--- src/rtl/dual_grain_addr_decoder.sv ---
module dual_grain_addr_decoder #(
  parameter int ADDR_W    = 16,
  parameter int BLK_BITS  = 3,
  parameter int SLOT_BITS = 3,
  parameter int SLOT_LSB  = 5
) (
  input  logic [ADDR_W-1:0] addr_i,
  input  logic              bus_valid_i,
  input  logic              cart_dis_n_i,
  output logic              rom_cs_n_o,
  output logic              rom2_cs_n_o,
  output logic              ram_cs_n_o,
  output logic              aux_blk_cs_n_o,
  output logic              port0_cs_n_o,
  output logic              port1_cs_n_o,
  output logic              aux_io_cs_n_o
);
  localparam int NBLK     = 1 << BLK_BITS;
  localparam int NSLOT    = 1 << SLOT_BITS;
  localparam int PAGE_LSB = SLOT_LSB + SLOT_BITS;

  logic             enable;
  logic             page_hit;
  logic [NBLK-1:0]  blk;
  logic [NSLOT-1:0] slot;

  assign enable   = bus_valid_i & cart_dis_n_i;
  assign page_hit = &addr_i[ADDR_W-1:PAGE_LSB];

  for (genvar i = 0; i < NBLK; i++) begin : g_blk
    assign blk[i] = enable & ~page_hit &
                    (addr_i[ADDR_W-1 -: BLK_BITS] == BLK_BITS'(i));
  end

  for (genvar j = 0; j < NSLOT; j++) begin : g_slot
    assign slot[j] = enable & page_hit &
                     (addr_i[PAGE_LSB-1 -: SLOT_BITS] == SLOT_BITS'(j));
  end

  assign rom_cs_n_o     = ~(blk[NBLK-1] | slot[NSLOT-1]);
  assign aux_blk_cs_n_o = ~blk[6];
  assign rom2_cs_n_o    = ~blk[1];
  assign ram_cs_n_o     = ~blk[0];
  assign port0_cs_n_o   = ~slot[0];
  assign port1_cs_n_o   = ~slot[1];
  assign aux_io_cs_n_o  = ~slot[2];

  logic unused_bits;
  assign unused_bits = ^{blk[5:2], slot[6:3], addr_i[SLOT_LSB-1:0]};
endmodule

--- config.mk ---
export PLATFORM = sky130hd
export DESIGN_NAME = dual_grain_addr_decoder
export DESIGN_NICKNAME = d
export VERILOG_FILES = /design/src/rtl/dual_grain_addr_decoder.sv
export SDC_FILE = /design/constraint.sdc
export NUM_CORES = 1
export LEC_CHECK = 0
export BUFFER_PORTS_ARGS = -buffer_cell sky130_fd_sc_hd__buf_4
export CORE_AREA = 3 3 40 42
export DETAILED_ROUTE_END_ITERATION = 8
export DIE_AREA = 0 0 43 45
export GPL_TIMING_DRIVEN = 0
export PLACE_DENSITY = 0.4
export SLEW_MARGIN = 5
export SYNTH_ARGS = -nofsm -noshare
export SYNTH_HDL_FRONTEND = slang
export SYNTH_SLANG_ARGS = --single-unit
--- constraint.sdc ---
create_clock -name vclk -period 1.7
set_clock_uncertainty 0.05 [all_clocks]
set_input_delay 0.085 -clock vclk [all_inputs]
set_output_delay 0.085 -clock vclk [all_outputs]
set_load 0.02 [all_outputs]
-- After elaboration in Yosys (flattened, before gate mapping)
Cells that the tools add are included.
- flip-flop bits (word level): 0
- logic and storage cells: 29
- input bits: 18
- output and inout bits: 7
- reduce and logical (&&, ||, !) cells: 3
- equality and inequality tests: 6
- bitwise logic cells: 20
- operators by type and width (kind ; count):
    1-bit AND ; 11
    3-bit equality test, second input constant ; 3
    1-bit NOT ; 8
    8-bit AND reduction ; 1
    3-bit by 1-bit equality test with 1-bit output, second input constant ; 2
    3-bit zero test ; 2
    3-bit by 2-bit equality test with 1-bit output, second input constant ; 1
    1-bit OR ; 1

-- Logic depth before layout (Yosys ltp)
- depth in word-level cells: 6
- mapped depth: 3
- depth with buffers taken out: 3

-- Worst setup path after synthesis
No wires, ideal clock.
- path kind: input port to output port
- start: input addr_i[14]
- end: output port1_cs_n_o
- setup slack: 0.531 ns
- path buffers: 0
- arrival time: 1.034 ns
- data required time: 1.565 ns
- stages on the path: 3
- path through: nand2_1 -> or4b_1 -> or3_1
- longest elaborated chain between the ends: 4
- RTL lines (what ; RTL line ; text):
    start, declared ; 7 ; input logic [ADDR_W-1:0] addr_i,
    8-bit AND reduction ; 28 ; assign page_hit = &addr_i[ADDR_W-1:PAGE_LSB];
    1-bit AND (2 in series) ; 36 ; assign slot[j] = enable & page_hit &
    1-bit NOT ; 45 ; assign port1_cs_n_o = ~slot[1];
    end, declared ; 15 ; output logic port1_cs_n_o,
Every way passes these cells.

-- Worst setup path in the final report
- start: input addr_i[13]
- end: output port1_cs_n_o
The elaborated chain is that of the path after synthesis.

==> results <==
- The run finished with clean final reports.
- In the synthesized netlist, the number of instances is 17.
- The worst slew margin relative to its limit is approximately nine tenths.
- The total global routing track utilization is 3.814%.
- Relative to the synthesized area, the layout overhead comes to 164.6%.
- Data on the critical path arrives at its endpoint at 1.22 ns.
- For this run, the detailed router's first-pass iteration total came to 1.
- The final clock period utilization by the worst path is 79.92%.
- After detailed routing, the average wire length per cell comes to 8.173 um.
- The required arrival time at the worst endpoint is 1.56 ns.
- The number of gates resized after cts is 0.
- For the pin with the worst max-slew slack, the measured transition is between 0.1 and 0.15 ns.
- Tracing the worst setup path back leads to its startpoint at addr_i[13].
- Across the run, the number of max-cap violations was 0.
- The aggregate negative setup slack is 0 ns.
- The remaining routing DRC violations is 0.
- STA classifies the critical path startpoint as an input port.
- The count of endpoints failing setup in the final report is 0.
- In the final design database the tool counted 57 nets.
- Row generation in the floorplan step produced 13 rows.
- After global routing the overflow that remains totals 0.
- The worst path in the final design needs a cycle of 1.359 ns, including I/O delays and setup.
- The Yosys step of the flow raised 0 warnings.
- The maximum fanout encountered on the critical timing path is 4.
- The first global-routing pass estimated 634 um of wire.
- Summed over its instances, the top area cell type makes up 18.29% of the synthesized netlist area.
- The unique cell type count in the Yosys netlist is 11.
- The cell with the most instances after synthesis is sky130_fd_sc_hd__or3_1.
- The worst-case vdd ir drop is between 15 and 20 uV.
- There are 0 flip-flops and latches.
- In this run the vertical extent of the chip is 45 um.
- The total area of sequential cells is 0 um^2.
- Summed over all layers, the routed wires come to 425 um.
- Ranked by total cell area, the synthesized netlist is headed by sky130_fd_sc_hd__or3_1, sky130_fd_sc_hd__or3_2, sky130_fd_sc_hd__and3_1.
- The number of antenna violations at the first check in global routing is 0.
- The buffer count from post-CTS setup fixing is 0.
- The initial utilization of the core area, before any placement, comes to 7.984%.
- Sequential elements use 0% of the synthesized area.
- The count of input and output buffers is 20.
- The first-iteration detailed-routing DRC count is 0.
- The number of global-route vias before repair is 170.
- Cells fill between 20% and 30% of the core in the end.
- The static leakage is 0.0001220 uW.
- The mapped cell area is between 100 and 150 um^2.
- After floorplanning, the core was sized to cover ~1300 um^2.
- The per-instance average area after synthesis is 6.035 um^2.
- The path class of the tightest hold or removal check is in2out.
- The endpoint kind of the worst setup timing path is an output port.
- The proportion of layout cells with a drive suffix above 1 is roughly 62%.
- The x dimension of the die is 43 um.
- By count the netlist is led by sky130_fd_sc_hd__or3_1, sky130_fd_sc_hd__and3_1, sky130_fd_sc_hd__nand2_1, sky130_fd_sc_hd__nand3_1, sky130_fd_sc_hd__or3_2.
- The detail route stage leaves a number of antenna-violating nets equal to 0.
- In this run the most critical hold path is launched from addr_i[15].
- The synthesized design spends more area on one cell type than any other, namely sky130_fd_sc_hd__or3_1.
- The category of the critical setup timing path is in2out.
- The number of buffers inserted by hold repair at cts is 0.
- The achievable frequency is 736.1 MHz.
- The count of antenna diodes in the layout is 0.
- The count of final max-slew check failures came to 0.
- The weighted congestion at the end of routability-driven global placement is roughly 0.6.
- Setup repair after global routing left no endpoint under its margin.
- The number of clock buffers in the layout is 0.
- In this run the count of I/O pins placed on the die edge is 25.
- The final-report hold violation count was 0.
- The average via count per standard cell is 3.692.
- The pin count of the biggest net entering global routing is 5.
- Power spread over the standard cell area amounts to 134.8 nW/um^2.
- The die covers 1935 um^2.
- When the netlist entered floorplanning its net count stood at 35.
- The placed wire-length estimate is 401.5 um.
- The count of vias placed by the detailed router is 192.
[critical path: stages]
cell	delay (ns)
sky130_fd_sc_hd__buf_4	0.09
sky130_fd_sc_hd__nand3_1	0.11
sky130_fd_sc_hd__or4b_1	0.47
sky130_fd_sc_hd__or3_1	0.31
sky130_fd_sc_hd__buf_4	0.16
[where the power goes]
group	leakage [uW]	internal, uW	total, uW	switching (uW)
Clock	0	0	0	0
Combinational	0.000122	24.0	36.6	12.6
Sequential	0	0	0	0
[routing by layer]
metal / GRT usage [%] / part of all wire, % / vias to the layer above
li1: - / - / 107
met1: 3.810 / 35 / 76
met2: 7.784 / 49 / 9
met3: 1.594 / 16 / 0
met4: 0 / 0 / 0
met5: 0 / 0 / -
[cells by family after synthesis]
logic type | after synthesis | synth area share [%]
and+or+nand+nor | 15 | 91.46
buffers and inverters | 1 | 3.655
AOI/OAI and AO/OA | 1 | 4.873
[path summary, 6_finish.rpt]
kind / endpoint / slack [ns] / cells past startpoint
worst max-delay path: port1_cs_n_o / 0.34 / 5
worst min-delay path: rom2_cs_n_o / 0.43 / 3
[metrics by stage]
step	setup WS, ns	power (uW)	hold slack (ns)	cells	instance area (um^2)
floorplan	0.5306	8.337	0.2639	17	102.6
global placement	0.3240	37.12	0.4326	52	271.5
detailed placement	0.3331	37.02	0.4292	52	271.5
CTS	0.3293	37.11	0.4299	52	271.5
global route	0.2742	40.43	0.4347	52	271.5
finish	0.3414	36.61	0.4289	52	271.5
[layout by cell type, fill, tap and decap left out]
master and instances:
sky130_fd_sc_hd__or3_1 3, sky130_fd_sc_hd__nand2_1 2, sky130_fd_sc_hd__o21ai_0 1, sky130_fd_sc_hd__or4_1 1, sky130_fd_sc_hd__and3_1 2, sky130_fd_sc_hd__buf_4 20, sky130_fd_sc_hd__or3_2 2, sky130_fd_sc_hd__nand3_1 2
sky130_fd_sc_hd__inv_1 1, sky130_fd_sc_hd__nor2_1 1, sky130_fd_sc_hd__or4b_1 1, sky130_fd_sc_hd__or4_2 1
[area by class of cell]
cell class	count	area (um^2)
Fill cell	155	1013
Multi-Input combinational cell	16	98.84
Tap cell	15	18.77
Timing Repair Buffer	20	150.1
Inverter	1	3.754
Power figures use the tool's default switching activity.
